### src/rtl/dotser_pkg.sv
package dotser_pkg;
  localparam int CTRL_W       = 8;
  localparam int CTRL_FIELD_W = CTRL_W - 1;
  localparam int SLEEP_BIT    = 6;
  localparam int PASS_BIT     = 0;

  typedef enum logic {
    DEST_DOT  = 1'b0,
    DEST_CTRL = 1'b1
  } dest_e;
endpackage

### src/rtl/dotser_rst_sync.sv
module dotser_rst_sync #(
  parameter int STAGES = 2
) (
  input  logic clk,
  input  logic rst_n,
  output logic rst_n_s
);
  logic [STAGES-1:0] sync_q;

  always_ff @(posedge clk or negedge rst_n) begin
    if (!rst_n) sync_q <= '0;
    else        sync_q <= {sync_q[STAGES-2:0], 1'b1};
  end

  assign rst_n_s = sync_q[STAGES-1];
endmodule

### src/rtl/dotser_sample.sv
module dotser_sample #(
  parameter int          WIDTH   = 2,
  parameter logic [WIDTH-1:0] RST_VAL = '0
) (
  input  logic             clk,
  input  logic             rst_n,
  input  logic [WIDTH-1:0] lvl_i,
  output logic [WIDTH-1:0] lvl_q
);
  for (genvar g = 0; g < WIDTH; g++) begin : g_bit
    always_ff @(posedge clk or negedge rst_n) begin
      if (!rst_n) lvl_q[g] <= RST_VAL[g];
      else        lvl_q[g] <= lvl_i[g];
    end
  end
endmodule

### src/rtl/dotser_shift.sv
module dotser_shift #(
  parameter int DOT_BITS = 160
) (
  input  logic                clk,
  input  logic                rst_n,
  input  logic                shift_en,
  input  logic                din,
  output logic [DOT_BITS-1:0] sr_o
);
  logic [DOT_BITS-1:0] sr_q, sr_d;

  always_comb sr_d = {sr_q[DOT_BITS-2:0], din};

  always_ff @(posedge clk) begin
    if (shift_en) sr_q <= sr_d;
  end

  assign sr_o = sr_q;


  shift_in_chk: assert property (@(posedge clk) disable iff (!rst_n)
    shift_en |=> sr_q[0] == $past(din));

  shift_hold_chk: assert property (@(posedge clk) disable iff (!rst_n)
    !shift_en |=> sr_q == $past(sr_q));
endmodule

### src/rtl/dotser_regs.sv
module dotser_regs
  import dotser_pkg::*;
#(
  parameter int DOT_BITS = 160
) (
  input  logic                    clk,
  input  logic                    rst_n,
  input  logic                    load,
  input  dest_e                   dest,
  input  logic [DOT_BITS-1:0]     sr,
  output logic [DOT_BITS-1:0]     dots_o,
  output logic [CTRL_FIELD_W-1:0] ctrl_a_o,
  output logic [CTRL_FIELD_W-1:0] ctrl_b_o
);
  logic [DOT_BITS-1:0]     dots_q;
  logic [CTRL_FIELD_W-1:0] ca_q, ca_d, cb_q, cb_d;
  logic                    dot_we, ctl_we, word_b;

  always_comb begin
    dot_we = load && (dest == DEST_DOT);
    ctl_we = load && (dest == DEST_CTRL);
    word_b = sr[CTRL_W-1];
    ca_d   = ca_q;
    cb_d   = cb_q;
    if (ctl_we) begin
      if (word_b) cb_d = sr[CTRL_FIELD_W-1:0];
      else        ca_d = sr[CTRL_FIELD_W-1:0];
    end
  end

  always_ff @(posedge clk) begin
    if (dot_we) dots_q <= sr;
  end

  always_ff @(posedge clk or negedge rst_n) begin
    if (!rst_n) begin
      ca_q <= '0;
      cb_q <= '0;
    end else if (ctl_we) begin
      ca_q <= ca_d;
      cb_q <= cb_d;
    end
  end

  assign dots_o   = dots_q;
  assign ctrl_a_o = ca_q;
  assign ctrl_b_o = cb_q;


  dot_load_chk: assert property (@(posedge clk) disable iff (!rst_n)
    (load && dest == DEST_DOT) |=> dots_q == $past(sr));

  ctrl_a_load_chk: assert property (@(posedge clk) disable iff (!rst_n)
    (load && dest == DEST_CTRL && !sr[CTRL_W-1]) |=>
      (ca_q == $past(sr[CTRL_FIELD_W-1:0])) && $stable(cb_q));

  ctrl_reset_chk: assert property (@(posedge clk) disable iff (rst_n)
    (ca_q == '0) && (cb_q == '0));
endmodule

### src/rtl/dotser_port.sv
module dotser_port
  import dotser_pkg::*;
#(
  parameter int DOT_BITS = 160
) (
  input  logic                    clk,
  input  logic                    rst_n,
  input  logic                    ser_clk,
  input  logic                    ser_din,
  input  logic                    reg_sel,
  input  logic                    en_n,
  input  logic                    blank_in,
  output logic                    ser_dout,
  output logic                    blank_o,
  output logic [DOT_BITS-1:0]     dots_o,
  output logic [CTRL_FIELD_W-1:0] ctrl_a_o,
  output logic [CTRL_FIELD_W-1:0] ctrl_b_o
);
  localparam int SCLK_IDX = 0;
  localparam int EN_IDX   = 1;
  localparam logic [1:0] LVL_RST = 2'b10;

  logic                rst_n_s;
  logic [1:0]          lvl_q;
  logic                sclk_rise, en_rise, en_fall;
  logic                shift_en, load;
  dest_e               sel_q, sel_d;
  logic [DOT_BITS-1:0] sr;

  dotser_rst_sync #(.STAGES(2)) u_rst (
    .clk(clk), .rst_n(rst_n), .rst_n_s(rst_n_s));

  dotser_sample #(.WIDTH(2), .RST_VAL(LVL_RST)) u_smp (
    .clk(clk), .rst_n(rst_n_s), .lvl_i({en_n, ser_clk}), .lvl_q(lvl_q));

  always_comb begin
    sclk_rise = ser_clk && !lvl_q[SCLK_IDX];
    en_rise   = en_n && !lvl_q[EN_IDX];
    en_fall   = !en_n && lvl_q[EN_IDX];
    shift_en  = sclk_rise && !en_n;
    load      = en_rise && !ser_clk;
    sel_d     = en_fall ? dest_e'(reg_sel) : sel_q;
  end

  always_ff @(posedge clk or negedge rst_n_s) begin
    if (!rst_n_s) sel_q <= DEST_DOT;
    else          sel_q <= sel_d;
  end

  dotser_shift #(.DOT_BITS(DOT_BITS)) u_shift (
    .clk(clk), .rst_n(rst_n_s), .shift_en(shift_en), .din(ser_din), .sr_o(sr));

  dotser_regs #(.DOT_BITS(DOT_BITS)) u_regs (
    .clk(clk), .rst_n(rst_n_s), .load(load), .dest(sel_q), .sr(sr),
    .dots_o(dots_o), .ctrl_a_o(ctrl_a_o), .ctrl_b_o(ctrl_b_o));

  always_comb begin
    if (sel_q == DEST_CTRL) begin
      if (ctrl_b_o[PASS_BIT] && !en_n) ser_dout = ser_din;
      else                             ser_dout = sr[CTRL_W-1];
    end else begin
      ser_dout = sr[DOT_BITS-1];
    end
  end

  assign blank_o = blank_in | ctrl_a_o[SLEEP_BIT];


  sel_hold_chk: assert property (@(posedge clk) disable iff (!rst_n_s)
    !en_fall |=> $stable(sel_q));

  sel_capture_chk: assert property (@(posedge clk) disable iff (!rst_n_s)
    en_fall |=> sel_q == $past(reg_sel));

  no_xfer_chk: assert property (@(posedge clk) disable iff (!rst_n_s)
    (en_rise && ser_clk) |=>
      $stable(dots_o) && $stable(ctrl_a_o) && $stable(ctrl_b_o));
endmodule

### config.mk
export PLATFORM = sky130hd
export DESIGN_NAME = dotser_port
export DESIGN_NICKNAME = d
export VERILOG_FILES = /design/src/rtl/dotser_pkg.sv /design/src/rtl/dotser_rst_sync.sv /design/src/rtl/dotser_sample.sv /design/src/rtl/dotser_shift.sv /design/src/rtl/dotser_regs.sv /design/src/rtl/dotser_port.sv
export SDC_FILE = /design/constraint.sdc
export NUM_CORES = 1
export LEC_CHECK = 0
export BUFFER_PORTS_ARGS = -buffer_cell sky130_fd_sc_hd__clkbuf_2
export CAP_MARGIN = 20
export CORE_MARGIN = 2
export CORE_UTILIZATION = 45
export DETAILED_ROUTE_END_ITERATION = 6
export PLACE_DENSITY = 0.77
export SYNTH_ARGS = -nofsm -noshare
export SYNTH_HDL_FRONTEND = slang
export SYNTH_HIERARCHICAL = 1
export SYNTH_SLANG_ARGS = --single-unit
### constraint.sdc
create_clock -name clk -period 2.5 [get_ports clk]
set_input_delay 0.5 -clock clk [delete_from_list [all_inputs] [get_ports clk]]
set_output_delay 0.5 -clock clk [all_outputs]
set_load 0.005 [all_outputs]
==> results by group <==
Status
  • Status: finished, final reports clean

CTS
  • CTS tree: done
  • Clock Latency Late Sink: ~0.53 ns
  • Worst-path clk slew: ~0.060 ns
  • Post-CTS Setup Bufs: 0
  • H-tree levels: 1
  • Root Driver: clkbuf_16
  • CTS Buf Count: 31
  • CTS max path bufs: 3
  • TritonCTS Sinks: 339
  • # hold bufs at CTS: 1
  • # resized after CTS: 0

Global route
  • Global route overflow: 0
  • Vias in the first global route: around 4.4k
  • First-pass GRT wire length: around 25,000 µm
  • GRT Total Usage: between 10% and 20%
  • Pin count of the biggest net entering global routing: 68
  • Initial antenna violation count: 0

Synth
  • Synth Area in Simple Gates: less than 1%
  • Share of the synthesized area in the top cell type: between 90% and 100%
  • Top post-synthesis cells by area: edfxtp_1 (93%), dfrtp_1 (4.3%), mux2_2 (1.5%)
  • Synthesized Nets: between 300 and 400
  • Mean Syn Cell Area: around 28 µm²
  • Mux share of post-synthesis cell area: 1.67%
  • Post-Synthesis Cells: 367
  • Sequential area share after synthesis: 97.3%
  • Cell type with the largest total area after synthesis: edfxtp_1
  • Unique masters post-synth: 16
  • Synth Area in Adders: 0%
  • Compound-gate portion of the synthesized area: less than 1%
  • Ys Warns: 6
  • Synth Cell Area: 10,400 µm²
  • Main combinational cell family by area after synthesis: multiplexers
  • Synth Area in XOR/XNOR: 0%
  • Synth Register Bits: roughly 340

Timing
  • Worst slew pin tran: around 0.65 ns
  • Final setup TNS: 0 ns
  • RSZ-0062 raised after global routing: no
  • Max Clk Rate: just under 500 MHz
  • Endpoints failing hold: 0
  • Tmin final: just over 2 ns
  • Rel. slew slack: 56.4%
  • Clock Skews: approximately 0.007 ns
  • Final setup fails: 0
  • Max Slew Vio Count: 0
  • Final worst-path cycle share: between 80% and 90%
  • WHS: about 0.13 ns

Min path
  • HP Class: in -> reg
  • Hold path cells: 1
  • Critical hold path startpoint: en_n
  • Worst Hold Path EP: u_smp/lvl_q[1]

Worst setup path
  • Critical path capture point type: output pin
  • Worst Setup Path Type: reg -> out
  • Critical Path Start Type: flop
  • Crit Path Max Fanout: 7
  • FF-to-FF setup slack: between 0.8 and 0.9 ns
  • R2r worst-path depth: 3
  • Delay of the slowest critical-path stage: 0.51 ns
  • CP arrival: between 1.5 and 2 ns
  • CP required: ~2 ns
  • R2R Path Start: u_smp/lvl_q[1]
  • Critical path cell sequence: nand2_1 -> o211ai_1 -> clkbuf_2
  • FF-to-FF End: u_regs/dots_o[92]
  • CP max stage cell: dfrtp_1

Final layout
  • Non-Filler Instances: about 900
  • Nets: roughly 600
  • Antenna diodes: 0
  • Finished Core Util: about 56%
  • Fill cell count: between 1.5k and 2k
  • Commonest cells after routing, fill and taps aside: edfxtp_1 (320), clkbuf_2 (182), clkbuf_16 (31)
  • Layout area overhead: 23.3%
  • Most common cell after layout, fill and taps aside: edfxtp_1
  • Share of post-route cells with drive strength above 1: just over 40%

Drt
  • Uppermost routed layer: met4
  • Met2 WL: around 7800 µm
  • Via count of the routed design: 4,340
  • 1st-iter DRT viols: 273
  • Post-route ant nets: 0
  • Post-Route M1 WL: between 7000 and 8000 µm
  • DRC Markers: 0
  • Final wirelength: around 17,000 µm
  • Met3 wire length: between 1000 and 1500 µm
  • Post-DR vias/cell: a little under 5
  • Routed wire per std cell: ~18 µm
  • Router iterations before antenna repair: 4

Die
  • Die width: 156 µm
  • Starting density of the core: between 40% and 50%
  • # IOs: between 150 and 200
  • Die area: approximately 24,000 µm²
  • Die Span Y: between 150 and 200 µm
  • Rows: 55
  • Core Region: 22,600 µm²

Placed design
  • DP Cell Count: 840
  • PortBufs: 182
  • Dpl hpwl: 10,300 µm
  • RD Place Congestion: ~0.73

Pwr
  • Worst vdd ir: around 560 µV
  • Pwr per Cell Area: around 900 nW/µm²
  • Lkg Pwr: 4.58 nW

Job
  • Max_cap viols: 0
==> logic make-up after synthesis <==
logic type / after synthesis
muxes: 15
other: 1
DFF: 339
AOI/OAI and AO/OA: 1
and+or+nand+nor: 11
==> per-layer routing <==
layer,GRT usage (%),vias up
met2,21.2,179
met4,3.84,0
li1,-,1926
met1,18.5,2203
met5,0,-
met3,3.92,32
==> final cells by class <==
type	count	area (µm²)	share of cell area (%)
clock buffers	43	841	6.58
clock inverters	14	166	1.30
multi-input cells	28	307	2.40
flip-flops and latches	339	10100	78.9
well taps	285	357	2.79
repair buffers	189	1030	8.04
==> power breakdown <==
| group | switching (W) | total, W | internal [W] |
|---|---|---|---|
| registers | 0.000104 | 0.00649 | 0.00639 |
| clock network | 0.00186 | 0.00460 | 0.00275 |
| logic | 0.000169 | 0.000320 | 0.000151 |
==> critical path: cells and delay by family, from the launching register on <==
family | cells | cell delay, ns
flip-flops | 1 | 0.51
AO/OA/AOI/OAI | 1 | 0.22
buffers and inverters | 1 | 0.16
AND/OR/NAND/NOR | 1 | 0.10
==> registers in the layout, indices dropped and copies added, names as in the netlist <==
signal           flops
sel_q                1
u_regs/ctrl_a_o      7
u_regs/ctrl_b_o      7
u_regs/dots_o      160
u_rst/sync_q         2
u_shift/sr_o       160
u_smp/lvl_q          2
==> through the flow <==
step / cell area, µm² / total power, W / setup WS (ns)
after global routing: 12800 / 0.0118 / 0.372
after global placement: 11800 / 0.00692 / 0.586
after floorplan: 10400 / 0.00673 / -2.51
after detailed placement: 11800 / 0.00694 / 0.551
after CTS: 12800 / 0.0116 / 0.424
final: 12800 / 0.0114 / 0.478
==> how the worst max path moves through the flow <==
stage,start,endpoint,slack (ns),depth (start not counted)
floorplan,ser_clk,u_shift/sr_o[0],-2.51,1
global placement,en_n,u_regs/dots_o[92],0.59,4
detailed placement,en_n,u_regs/dots_o[123],0.55,4
CTS,sel_q,ser_dout,0.42,3
global route,sel_q,ser_dout,0.37,3
finish,sel_q,ser_dout,0.48,3
==> synth_stat cells (all sizes together) <==
master    n
nand3b    1
nand2b    1
and2b     1
nor2b     2
edfxtp  320
nand3     1
nand4b    1
or2       1
dfstp     1
mux2     15
nor3b     2
nand2     1
o211ai    1
dfrtp    18
conb      1
Power figures use the tool's default switching activity.
